===== config.mk =====
export PLATFORM = sky130hd
export DESIGN_NAME = ow_slave_phy
export DESIGN_NICKNAME = d
export VERILOG_FILES = /design/src/rtl/ow_slave_pkg.sv /design/src/rtl/ow_line_sync.sv /design/src/rtl/ow_tick_counter.sv /design/src/rtl/ow_speed_ctl.sv /design/src/rtl/ow_slave_phy.sv
export SDC_FILE = /design/constraint.sdc
export NUM_CORES = 1
export LEC_CHECK = 0
export BUFFER_PORTS_ARGS = -buffer_cell sky130_fd_sc_hd__buf_4
export CORE_MARGIN = 1
export CORE_UTILIZATION = 61
export DETAILED_ROUTE_END_ITERATION = 7
export PLACE_DENSITY = 0.84
export SETUP_SLACK_MARGIN = 0.1
export SLEW_MARGIN = 5
export SYNTH_ARGS = -nofsm -noshare
export SYNTH_HDL_FRONTEND = slang
export SYNTH_HIERARCHICAL = 1
export SYNTH_SLANG_ARGS = --single-unit

===== constraint.sdc =====
create_clock -name clk -period 3.72 [get_ports clk]
set_input_delay 0 -clock clk [delete_from_list [all_inputs] [get_ports clk]]
set_output_delay 0 -clock clk [all_outputs]
set_load 0.02 [all_outputs]

===== src/rtl/ow_slave_pkg.sv =====
package ow_slave_pkg;

    typedef enum logic [2:0] {
        ST_IDLE,
        ST_LOW,
        ST_HOLDOFF,
        ST_PD_WAIT,
        ST_PD_LOW,
        ST_PD_REL
    } ow_state_e;

    // Convert a duration given in quarter microseconds to clock ticks (rounded up, never zero).
    function automatic int unsigned qus_to_cyc(input int unsigned tpu, input int unsigned qus);
        int unsigned c;
        c = (tpu * qus + 3) / 4;
        return (c == 0) ? 1 : c;
    endfunction

endpackage


===== src/rtl/ow_line_sync.sv =====
module ow_line_sync #(
    parameter int unsigned STAGES = 2
) (
    input  logic clk,
    input  logic rst_n,
    input  logic line_in,
    output logic line_s
);
    logic [STAGES-1:0] sync_q;

    always_ff @(posedge clk or negedge rst_n) begin
        if (!rst_n) begin
            sync_q <= '1;
        end else begin
            sync_q <= {sync_q[STAGES-2:0], line_in};
        end
    end

    assign line_s = sync_q[STAGES-1];
endmodule


===== src/rtl/ow_tick_counter.sv =====
module ow_tick_counter #(
    parameter int unsigned W = 16
) (
    input  logic         clk,
    input  logic         rst_n,
    input  logic         clr,
    output logic [W-1:0] cnt
);
    always_ff @(posedge clk or negedge rst_n) begin
        if (!rst_n) begin
            cnt <= '0;
        end else if (clr) begin
            cnt <= '0;
        end else if (!(&cnt)) begin
            cnt <= cnt + 1'b1;
        end
    end
endmodule


===== src/rtl/ow_speed_ctl.sv =====
module ow_speed_ctl (
    input  logic clk,
    input  logic rst_n,
    input  logic od_set,
    input  logic rst_evt,
    input  logic long_rst,
    output logic od
);
    always_ff @(posedge clk or negedge rst_n) begin
        if (!rst_n) begin
            od <= 1'b0;
        end else if (rst_evt && long_rst) begin
            od <= 1'b0;
        end else if (od_set) begin
            od <= 1'b1;
        end
    end
endmodule


===== src/rtl/ow_slave_phy.sv =====
module ow_slave_phy
    import ow_slave_pkg::*;
#(
    parameter int unsigned TICKS_PER_US     = 125,
    parameter int unsigned SYNC_STAGES      = 2,
    parameter int unsigned RST_STD_US       = 480,
    parameter int unsigned RST_OD_US        = 48,
    parameter int unsigned PD_WAIT_STD_US   = 20,
    parameter int unsigned PD_LOW_STD_US    = 100,
    parameter int unsigned PD_WAIT_OD_US    = 2,
    parameter int unsigned PD_LOW_OD_US     = 12,
    parameter int unsigned SAMP_STD_US      = 30,
    parameter int unsigned SAMP_OD_US       = 3,
    parameter int unsigned RDHOLD_STD_US    = 30,
    parameter int unsigned RDHOLD_OD_US     = 3,
    parameter int unsigned HOLD_STD_QUS     = 4,
    parameter int unsigned HOLD_OD_QUS      = 1
) (
    input  logic clk,
    input  logic rst_n,
    input  logic line_in,
    input  logic od_set,
    input  logic tx_req,
    input  logic tx_bit,
    output logic line_pull,
    output logic bus_reset,
    output logic rx_valid,
    output logic rx_bit,
    output logic tx_done,
    output logic od_active
);
    localparam int unsigned C_RST_STD  = qus_to_cyc(TICKS_PER_US, 4 * RST_STD_US);
    localparam int unsigned C_RST_OD   = qus_to_cyc(TICKS_PER_US, 4 * RST_OD_US);
    localparam int unsigned C_PDW_STD  = qus_to_cyc(TICKS_PER_US, 4 * PD_WAIT_STD_US);
    localparam int unsigned C_PDL_STD  = qus_to_cyc(TICKS_PER_US, 4 * PD_LOW_STD_US);
    localparam int unsigned C_PDW_OD   = qus_to_cyc(TICKS_PER_US, 4 * PD_WAIT_OD_US);
    localparam int unsigned C_PDL_OD   = qus_to_cyc(TICKS_PER_US, 4 * PD_LOW_OD_US);
    localparam int unsigned C_SMP_STD  = qus_to_cyc(TICKS_PER_US, 4 * SAMP_STD_US);
    localparam int unsigned C_SMP_OD   = qus_to_cyc(TICKS_PER_US, 4 * SAMP_OD_US);
    localparam int unsigned C_RDH_STD  = qus_to_cyc(TICKS_PER_US, 4 * RDHOLD_STD_US);
    localparam int unsigned C_RDH_OD   = qus_to_cyc(TICKS_PER_US, 4 * RDHOLD_OD_US);
    localparam int unsigned C_HLD_STD  = qus_to_cyc(TICKS_PER_US, HOLD_STD_QUS);
    localparam int unsigned C_HLD_OD   = qus_to_cyc(TICKS_PER_US, HOLD_OD_QUS);
    localparam int unsigned CNT_W      = $clog2(C_RST_STD + 2);

    localparam logic [CNT_W-1:0] K_RST_STD = CNT_W'(C_RST_STD);
    localparam logic [CNT_W-1:0] K_RST_OD  = CNT_W'(C_RST_OD);
    localparam logic [CNT_W-1:0] K_SMP_STD = CNT_W'(C_SMP_STD);
    localparam logic [CNT_W-1:0] K_SMP_OD  = CNT_W'(C_SMP_OD);
    localparam logic [CNT_W-1:0] K_RDH_STD = CNT_W'(C_RDH_STD);
    localparam logic [CNT_W-1:0] K_RDH_OD  = CNT_W'(C_RDH_OD);
    localparam logic [CNT_W-1:0] L_PDW_STD = CNT_W'(C_PDW_STD - 1);
    localparam logic [CNT_W-1:0] L_PDL_STD = CNT_W'(C_PDL_STD - 1);
    localparam logic [CNT_W-1:0] L_PDW_OD  = CNT_W'(C_PDW_OD - 1);
    localparam logic [CNT_W-1:0] L_PDL_OD  = CNT_W'(C_PDL_OD - 1);
    localparam logic [CNT_W-1:0] L_HLD_STD = CNT_W'(C_HLD_STD - 1);
    localparam logic [CNT_W-1:0] L_HLD_OD  = CNT_W'(C_HLD_OD - 1);

    ow_state_e        state_q, state_d;
    logic             line_s;
    logic [CNT_W-1:0] cnt;
    logic             od;
    logic             rd_slot_q, rd_val_q;
    logic             is_rst, long_rst;
    logic [CNT_W-1:0] k_rst, k_smp, k_rdh, l_pdw, l_pdl, l_hld;

    ow_line_sync #(.STAGES(SYNC_STAGES)) u_sync (
        .clk    (clk),
        .rst_n  (rst_n),
        .line_in(line_in),
        .line_s (line_s)
    );

    ow_tick_counter #(.W(CNT_W)) u_cnt (
        .clk  (clk),
        .rst_n(rst_n),
        .clr  (state_d != state_q),
        .cnt  (cnt)
    );

    ow_speed_ctl u_speed (
        .clk     (clk),
        .rst_n   (rst_n),
        .od_set  (od_set),
        .rst_evt (bus_reset),
        .long_rst(long_rst),
        .od      (od)
    );

    // Speed-dependent limits.
    always_comb begin
        if (od) begin
            k_rst = K_RST_OD;
            k_smp = K_SMP_OD;
            k_rdh = K_RDH_OD;
            l_pdw = L_PDW_OD;
            l_pdl = L_PDL_OD;
            l_hld = L_HLD_OD;
        end else begin
            k_rst = K_RST_STD;
            k_smp = K_SMP_STD;
            k_rdh = K_RDH_STD;
            l_pdw = L_PDW_STD;
            l_pdl = L_PDL_STD;
            l_hld = L_HLD_STD;
        end
    end

    assign is_rst   = (cnt >= k_rst);
    assign long_rst = (cnt >= K_RST_STD);

    // Next-state logic.
    always_comb begin
        state_d = state_q;
        unique case (state_q)
            ST_IDLE:    if (!line_s) state_d = ST_LOW;
            ST_LOW:     if (line_s) state_d = is_rst ? ST_PD_WAIT : ST_HOLDOFF;
            ST_HOLDOFF: if (cnt >= l_hld) state_d = line_s ? ST_IDLE : ST_LOW;
            ST_PD_WAIT: if (cnt >= l_pdw) state_d = ST_PD_LOW;
            ST_PD_LOW:  if (cnt >= l_pdl) state_d = ST_PD_REL;
            ST_PD_REL:  if (line_s) state_d = ST_HOLDOFF;
            default:    state_d = ST_IDLE;
        endcase
    end

    // State register and slot-type capture at each slot start.
    always_ff @(posedge clk or negedge rst_n) begin
        if (!rst_n) begin
            state_q   <= ST_IDLE;
            rd_slot_q <= 1'b0;
            rd_val_q  <= 1'b1;
        end else begin
            state_q <= state_d;
            if (state_d == ST_LOW && state_q != ST_LOW) begin
                rd_slot_q <= tx_req;
                rd_val_q  <= tx_bit;
            end
        end
    end

    // Outputs.
    always_comb begin
        line_pull = (state_q == ST_PD_LOW) ||
                    (state_q == ST_LOW && rd_slot_q && !rd_val_q && cnt < k_rdh);
        bus_reset = (state_q == ST_LOW) && line_s && is_rst;
        rx_valid  = (state_q == ST_LOW) && !rd_slot_q &&
                    ((line_s && cnt < k_smp) || (!line_s && cnt == k_smp));
        rx_bit    = line_s;
        tx_done   = (state_q == ST_LOW) && rd_slot_q && line_s && !is_rst;
        od_active = od;
    end

endmodule


Word level (Yosys, flattened, before mapping)
Cells that the tools add are included.

word-level totals
  logic and storage cells = 63
  register bits = 24
  input bits = 6
  memories = 0
  output and inout port bits = 6
  memory bits (writable) = 0
  memory bits (read-only) = 0
  bits in latches = 0

operators by class
  add/subtract/negate cells = 1
  shift operators = 0
  divide/modulo/power cells = 0
  multiply operators = 0
  eq/ne operators = 10
  $lt $le $gt $ge = 6
  reductions and logical operators = 22
  mux-type cells = 18
  bitwise gates (word level) = 0

operators by type and width
  kind                                                                     number
  16-bit >= comparator                                                     4
  16-bit two-way mux                                                       3
  12-bit two-way mux                                                       2
  3-bit two-way mux                                                        6
  3-bit case mux with 6 select lines                                       1
  16-bit by 1-bit adder with 16-bit output, second input constant          1
  16-bit == test                                                           1
  16-bit >= comparator, second input constant                              1
  16-bit < comparator                                                      1
  16-bit AND reduction                                                     1
  14-bit two-way mux                                                       1
  1-bit logical AND                                                        13
  7-bit two-way mux                                                        1
  3-bit by 1-bit == test with 1-bit output, second input constant          2
  3-bit by 2-bit == test with 1-bit output, second input constant          2
  3-bit == test, second input constant                                     2
  1-bit logical NOT                                                        4
  1-bit two-way mux                                                        4
  3-bit logical NOT                                                        1
  3-bit by 1-bit inequality test with 1-bit output, second input constant  1
  3-bit inequality test                                                    1
  1-bit logical OR                                                         2
  2-bit by 1-bit inequality test with 1-bit output, second input constant  1
  2-bit nonzero test                                                       1

Longest topological paths before layout
Gate-level depths: netlist of the first run.

  word-level depth = 7
  gate-level depth with buffers = 10
  mapped depth without buffers = 9

Modules after synthesis
Netlist of the first run, hierarchy kept.

modules (own cells, without submodules)
  module           area an instance (um2)  cells each  times used
  ow_slave_phy     1069.8                  128         1
  ow_tick_counter  912.1                   93          1
  ow_line_sync     52.6                    2           1
  ow_speed_ctl     40.0                    2           1

Least setup slack after synthesis of the first run
No wires, ideal clock.

  kind = reg2reg
  start = register u_speed.od
  end = register u_cnt.cnt[0]
  stages on the path, launching flop included = 11
  setup time = 132 ps
  path buffers = 2
  slack = 683 ps
  arrival time = 2905 ps
  data required time = 3588 ps
  period minus slack after synthesis = 3037 ps
  cells stage by stage = dfrtp_1 > inv_1 > ha_1 > inv_1 > nand4b_1 > o41ai_2 > nor3_1 > o32ai_1 > buf_1 > clkbuf_1 > nor2_1

between the ends
  longest elaborated chain between the ends = 7
  elaborated cells between the ends (all ways) = 17
  those cells by class = order compare (4); eq/ne (2); mux (11)

RTL lines
  what                                                                                              RTL line               text
  from (decl)                                                                                       ow_speed_ctl.sv:7      output logic od
  from (signal assigned)                                                                            ow_speed_ctl.sv:11     od <= 1'b0;
  from (signal assigned)                                                                            ow_speed_ctl.sv:13     od <= 1'b0;
  from (signal assigned)                                                                            ow_speed_ctl.sv:15     od <= 1'b1;
  16-bit two-way mux                                                                                ow_slave_phy.sv:92     if (od) begin
  16-bit >= comparator                                                                              ow_slave_phy.sv:109    assign is_rst = (cnt >= k_rst);
  1-bit two-way mux                                                                                 ow_slave_phy.sv:117    ST_LOW: if (line_s) state_d = is_rst ? ST_PD_WAIT : ST_HOLDOFF;
  3-bit two-way mux                                                                                 ow_slave_phy.sv:117
  3-bit case mux with 6 select lines *                                                              ow_slave_phy.sv:115    unique case (state_q)
  3-bit inequality test *                                                                           ow_slave_phy.sv:77     .clr (state_d != state_q),
  2-bit by 1-bit inequality test with 1-bit output (no line) or 16-bit two-way mux (tied branches)  -
  to (signal assigned)                                                                              ow_tick_counter.sv:15  cnt <= cnt + 1'b1;
  to (decl)                                                                                         ow_tick_counter.sv:7   output logic [W-1:0] cnt

Mark *: on every way between the ends. The rest lies on a longest branch, timed or not.
A chain may end at the register's enable or synchronous reset.

Final worst setup path of the first run
  start = register u_speed.od
  end = output port tx_done

between the ends
  longest elaborated chain between the ends = 4

RTL lines
  what                  RTL line             text
  16-bit two-way mux    ow_slave_phy.sv:92
  16-bit >= comparator  ow_slave_phy.sv:109
  1-bit logical NOT     ow_slave_phy.sv:149  tx_done = (state_q == ST_LOW) && rd_slot_q && line_s && !is_rst;
  1-bit logical AND     ow_slave_phy.sv:149
  to (decl)             ow_slave_phy.sv:29   output logic tx_done,

No other way between the ends.

==> results.md, run 1 <==
- Status: finished clean
- Max Freq: 319.7 MHz
- Cell family with most CP delay: compound AO/OA/AOI/OAI gates
- Critical path's largest stage delay: approximately 0.86 ns
- Cell Area, Placed: between 2000 and 2500 um^2
- Post-detailed-route wirelength per cell: 17.43 um
- Total power: slightly above 800 uW
- Initial antenna violation count: 0
- Total Die Area: 3638 um^2
- Worst skew pair latency: 0.31 ns
- Average size of a mapped cell: approximately 9 um^2
- Synth-to-Final Area Change: 10.62%
- WP data required: 3.72 ns
- Die H: a little over 60 um
- # placed instances: 277
- Synth top area cells: dfrtp_1, ha_1, dfstp_2, nor2_1, a21oi_1
- Max-slew headroom: 0.2550
- Initial core utilization: 0.6632
- Seq/Total Area, Yosys: 0.2913
- Met2 Track Usage GR: 0.4804
- Hold_ws: 0.1049 ns
- Via count: between 1500 and 2000
- Crit path launch: u_speed/od
- Number of synthesized flops with an enable pin: 0
- First DRT Iteration DRCs: 101
- DRC: 0
- Root buffer cell: clkbuf_4
- Setup ws final: 0.5925 ns
- Input/output buffers: 11
- Clock skew: 0.002741 ns
- Routability cong.: 0.9028
- Row cnt: 20
- Fin nets: approximately 270
- R2r endpoint: u_cnt/cnt[2]
- Synth unique cells: 58
- Power Density: 354.0 nW/um^2
- Antenna diodes: 0
- Max Slew Vio Count: 0
- Tmin final: 3.128 ns
- IO Pins: 12
- HPWL after detailed placement: 3619 um
- Drt total wl: 4986 um
- DRT Pass-1 Iters: 4
- Slew @ Worst Pin: around 1.1 ns
- WP data arrival: 3.13 ns
- Clock buffer depth: 2
- Non-filler cells, final: 286
- Largest net degree at the start of global routing: 25
- Pre-CTS WS: 0.6979 ns
- Final setup vio count: 0
- Critical path's slowest cell: a2111oi_0
- Critical R2R Launch: u_speed/od
- CP Buf/Inv Count: 2
- Die X: 60.32 um
- Met1 Use GR: 0.4166
- Final Util: 0.7336
- Kind of critical path: reg2out
- Seq cells post-synth: 24
- Clock transition at path regs: approximately 0.13 ns
- Vias in the first global route: 1732
- Synth area leader: dfrtp_1
- Core ar.: 3128 um^2
- Final Hold Viols: 0
- Reg2Reg Setup Slack: 0.68 ns
- Yosys warns: 6
- Post-synth top flop: dfrtp_1
- Critical path endpoint category: output port
- Final setup TNS: 0 ns
- WP depth: 9
- CTS tree: built
- CTS H-tree depth: 1
- GR Util All Layers: 0.3004
- Grt ovf: 0
- Worst hold path type: in2async
- Post-layout instance area: 2295 um^2
- Mapped Nets: around 250
- DRT antenna net count: 0
- Met3 GRT Util: 0.03247
- Maximum net fanout on the critical path: 8
- Leak: 1.011 nW
- CTS Buf Count: 3
- Tcrit/Tclk final: 0.8407
- Worst reg-to-reg path cell count: 8
- VDD IR max: 232.3 uV
- Startpoint class of the critical path: flop
- Max_cap viols: 0
- Post-cts repair resize count: 0
- Global-route wire length before repair: 8155 um
- CP Cell Sequence: inv_1 -> ha_1 -> or4b_2 -> o21ai_0 -> a31oi_1 -> nor3_1 -> a2111oi_0 -> and4_1 -> buf_4
- Top-area cell type share of the netlist area: 0.2533
- Cells after synthesis: 225
- Gr busiest metal: met2
- Routed vias/inst: 6.654
- Layout cells sized above 1: 0.1612
- Syn Std Cell Area: 2074 um^2
- Clk sink count: 24
- RSZ-0062 raised after global routing: false
- Ys async rst share: 1.000
-- cell usage after synthesis, types with 4 or more instances --
library cell / count
a21oi_1: 15
and3_1: 4
nand3_1: 7
and4_1: 4
inv_1: 9
o21ai_0: 11
nor2_1: 21
nor3_1: 9
nor4_1: 5
nand4_1: 5
nand2b_1: 5
nand2_1: 11
mux2i_1: 4
a21o_1: 4
dfrtp_1: 21
or4_1: 4
ha_1: 23
o31ai_1: 4
-- registers in the layout, summed over array words and instances, names as in the netlist --
register	cells
state_q	3
u_sync/sync_q	2
u_speed/od	1
u_cnt/cnt	16
rd_val_q	1
rd_slot_q	1
-- timing repair --
action / in CTS / in global routing
hold buffers: 5 / 0
endpoints found under the setup margin: 0 / 0
buffers inserted: 0 / 0
hold endpoints to repair: 28 / 0
-- layout make-up --
type	count	area, um^2
Clock buffer	4	36.28
Fill cell	251	833.3
Inverter	9	33.78
Multi-Input combinational cell	187	1418
Sequential cell	24	604.3
Tap cell	44	55.05
Timing Repair Buffer	18	147.6
-- cell usage in the layout (no fill, tap or decap), drive strengths merged, types with 3 or more instances in the layout --
master,synthesis,final
ha,23,23
nor2,21,21
dfrtp,21,21
a21oi,15,15
buf,2,13
o21ai,12,12
nand2,11,11
inv,9,9
nor3,9,9
nand3,8,8
nand4,8,8
nor4,6,6
nand2b,5,5
dlygate4sd3,0,5
or4,5,5
a21o,4,4
and3,4,4
and4,4,4
o31ai,4,4
mux2i,4,4
clkbuf,3,4
nand4b,3,3
dfstp,3,3
or3,3,3
a2111oi,3,3
a211oi,3,3
-- routing by layer --
metal | vias up | wire, um
met2 | 57 | 2434
met4 | 0 | 131
met1 | 931 | 2212
li1 | 902 | -
met3 | 13 | 208
met5 | - | 0
-- kinds of logic after synthesis --
group	synth area share
AND/OR/NAND/NOR	0.2871
flip-flops	0.2913
adder cells (fa/ha/maj)	0.1387
buffers and inverters	0.02895
AO/OA/AOI/OAI	0.2153
multiplexers	0.03016
XOR/XNOR	0.008445
-- power by group --
part	switching (mW)	internal [mW]	total (mW)	leakage, nW
clock	0.0792	0.0597	0.139	0.0210
combinational	0.165	0.131	0.297	0.679
sequential	0.0742	0.303	0.377	0.311
total	0.319	0.494	0.812	1.01
-- worst max path at each step --
stage	endpoint	slack (ns)
6_report	tx_done	0.59
5_1_grt	tx_done	0.43
4_1_cts	tx_done	0.61
3_5_place_dp	u_cnt/cnt[2]	0.70
3_3_place_gp	u_cnt/cnt[4]	0.76
2_1_floorplan	u_cnt/cnt[0]	0.68
Power figures use the tool's default switching activity.
==> inputs of run 2 (changes only) <==
Clock period 3.72 ns to 3.1 ns, I/O delays scaled along.
==> results.md, run 2 (synthesis gave the netlist of run 1 again) <==
- Critical R2R Launch: u_speed/od
- Layout cells sized above 1: 0.1895 (+0.02836)
- Routability cong.: 0.8514 (-5.7%)
- Tcrit/Tclk final: 0.9336
- DRT Pass-1 Iters: 4 (unchanged)
- Max-slew headroom: 0.5257 (+0.2707)
- Via count: 1896 (-0.37%)
- Most common cell after layout, fill and taps aside: ha_1
- Initial core utilization: 0.6632 (unchanged)
- Crit path launch: u_speed/od
- Row cnt: 20 (unchanged)
- Antenna diodes: 0 (unchanged)
- Final setup TNS: 0 ns (unchanged)
- Power Density: 457.7 nW/um^2 (+29%)
- Final setup vio count: 0 (unchanged)
- Total Die Area: 3638 um^2 (unchanged)
- Critical path's slowest cell: or3b_2
- CP Cell Sequence: buf_4 -> ha_1 -> or3b_2 -> a2111oi_4 -> o41ai_2 -> buf_4 -> a211oi_2 -> a21oi_1 -> mux2_1
- Switching share of power: 0.3823 (-0.01000)
- Synth-to-Final Area Change: 14.48%
- Clk sink count: 24 (unchanged)
- R2r endpoint: rd_slot_q
- Clock buffer depth: 2 (unchanged)
- Top reg by flops: u_cnt/cnt
- WP data arrival: 3.14 ns (about the same)
- Routed vias/inst: 6.493 (-2.4%)
- WP data required: 3.34 ns (-0.38 ns)
- Tmin final: between 2 and 3 ns
- Input/output buffers: 11 (unchanged)
- Maximum net fanout on the critical path: 16 (+8)
- Worst reg-to-reg path cell count: 9 (+1)
- Root buffer cell: clkbuf_4
- Startpoint class of the critical path: flop
- Vias in the first global route: 1752 (+1.2%)
- Max FFs per register: 16 (unchanged)
- Clock transition at path regs: 0.16 ns (+0.03 ns)
- HPWL after detailed placement: 3590 um (-0.82%)
- Max_cap viols: 0 (unchanged)
- Drt total wl: 5093 um (+2.1%)
- RSZ-0062 raised after global routing: false
- Max Slew Vio Count: 0 (unchanged)
- Reg2Reg Setup Slack: 0.21 ns (-0.47 ns)
- DRT antenna net count: 0 (unchanged)
- Grt ovf: 0 (unchanged)
- Max Freq: about 350 MHz
- Die H: 60.32 um (unchanged)
- Worst skew pair latency: 0.34 ns (+0.03 ns)
- Global-route wire length before repair: 8431 um (+3.4%)
- CTS Buf Count: 3 (unchanged)
- Post-detailed-route wirelength per cell: 17.44 um (about the same)
- Combinational fraction of design power: 0.361 (-0.004)
- Fin nets: 278 (+2.2%)
- Most frequent cells in the layout: ha_1, nor2_1, dfrtp_1, buf_4, a21oi_1
- Core ar.: 3128 um^2 (unchanged)
- Die X: 60.32 um (unchanged)
- CTS tree: built
- Critical path endpoint category: flop
- Initial antenna violation count: 0 (unchanged)
- IO Pins: 12 (unchanged)
- Kind of critical path: reg2reg
- First DRT Iteration DRCs: 105 (+4.0%)
- Leak: 1.053 nW (+4.2%)
- Largest net degree at the start of global routing: 25 (unchanged)
- CTS H-tree depth: 1 (unchanged)
- Final Util: 0.7592 (+0.02560)
- GR Util All Layers: 0.3114 (+0.01096)
- Internal power: 671.4 uW (+36%)
- VDD IR max: 227.2 uV (-2.2%)
- CP dominant cell by count: buf_4
- Largest regs: u_cnt/cnt (16), state_q (3), u_sync/sync_q (2)
- Clock Power Share: 0.219 (+0.048)
- Final Hold Viols: 0 (unchanged)
- Clock skew: 0.01955 ns (+0.01681 ns)
- Status: finished clean
- Seq pwr share: 0.420 (-0.044)
- DRC: 0 (unchanged)
- Switch Pwr: 415.6 uW (+30%)
- Slew @ Worst Pin: 0.7114 ns (-0.4061 ns)
- Worst hold path type: in2async
- Critical path's largest stage delay: 0.47 ns (-0.39 ns)
-- run 2: cell types whose count changed in the layout (fill, tap and decap cells not counted), sizes merged --
cell / delta
buf: +6
clkbuf: -1
bufinv: +1
-- run 2: per-layer routing --
| metal | up-vias | GRT usage | routed length, um | part of all wire |
|---|---|---|---|---|
| li1 | 919 | - | - | - |
| met1 | 917 | 0.4330 | 2405 | 0.47 |
| met4 | 0 | 0.1030 | 89 | 0.017 |
| met2 | 49 | 0.5086 | 2457 | 0.48 |
| met5 | - | 0 | 0 | 0 |
| met3 | 11 | 0.02597 | 140 | 0.027 |
-- run 2: metrics by stage --
| step | area (um^2) | hold slack [ns] | std cells | total power, mW | setup slack, ns |
|---|---|---|---|---|---|
| 2_1_floorplan | 2076 | -0.2956 | 225 | 0.6996 | 0.3072 |
| 3_3_place_gp | 2255 | -0.08450 | 283 | 0.8038 | 0.2318 |
| 3_5_place_dp | 2255 | -0.08058 | 283 | 0.8155 | 0.1587 |
| 4_1_cts | 2364 | 0.08933 | 292 | 1.055 | 0.1304 |
| 5_1_grt | 2375 | 0.1174 | 292 | 1.148 | 0.1044 |
| 6_report | 2375 | 0.07811 | 292 | 1.087 | 0.2058 |
-- run 2: final cells by class --
cell class	instances	area, um^2
inverters	9	33.78
well taps	44	55.05
clock inverters	1	30.03
fillers	247	753.2
multi-input cells	187	1435
repair buffers	24	192.7
flip-flops and latches	24	605.6
clock buffers	3	22.52
-- run 2: worst max-delay path by stage --
stage / slack, ns / end / cells after the start
after global placement: 0.23 / u_cnt/cnt[2] / 8
after global routing: 0.10 / rd_slot_q / 9
final: 0.21 / rd_slot_q / 9
after detailed placement: 0.16 / u_cnt/cnt[2] / 8
after floorplan: 0.31 / u_cnt/cnt[0] / 10
after CTS: 0.13 / u_cnt/cnt[2] / 8
-- run 2: power by group through the flow --
stage               Clock, mW  Sequential [mW]  Combinational (mW)
floorplan                   0            0.418               0.282
global placement            0            0.453               0.351
detailed placement          0            0.453               0.362
CTS                     0.236            0.449               0.370
global route            0.249            0.466               0.433
finish                  0.239            0.456               0.392
-- run 2: worst max-delay path, delay by kind of cell, from the launching register on --
family	cells	cell delay, ns
buffers and inverters	2	0.36
AO/OA/AOI/OAI	4	0.97
multiplexers	1	0.34
flip-flops	1	0.43
adder cells (fa/ha/maj)	1	0.21
AND/OR/NAND/NOR	1	0.47
-- run 2: what timing repair did --
| action | CTS | global route |
|---|---|---|
| setup endpoints to repair | 2 | 16 |
| hold buffers | 5 | 0 |
| pin swaps | 0 | 0 |
| resized for setup | 2 | 1 |
| setup buffers | 0 | 0 |
| hold endpoints to repair | 28 | 0 |
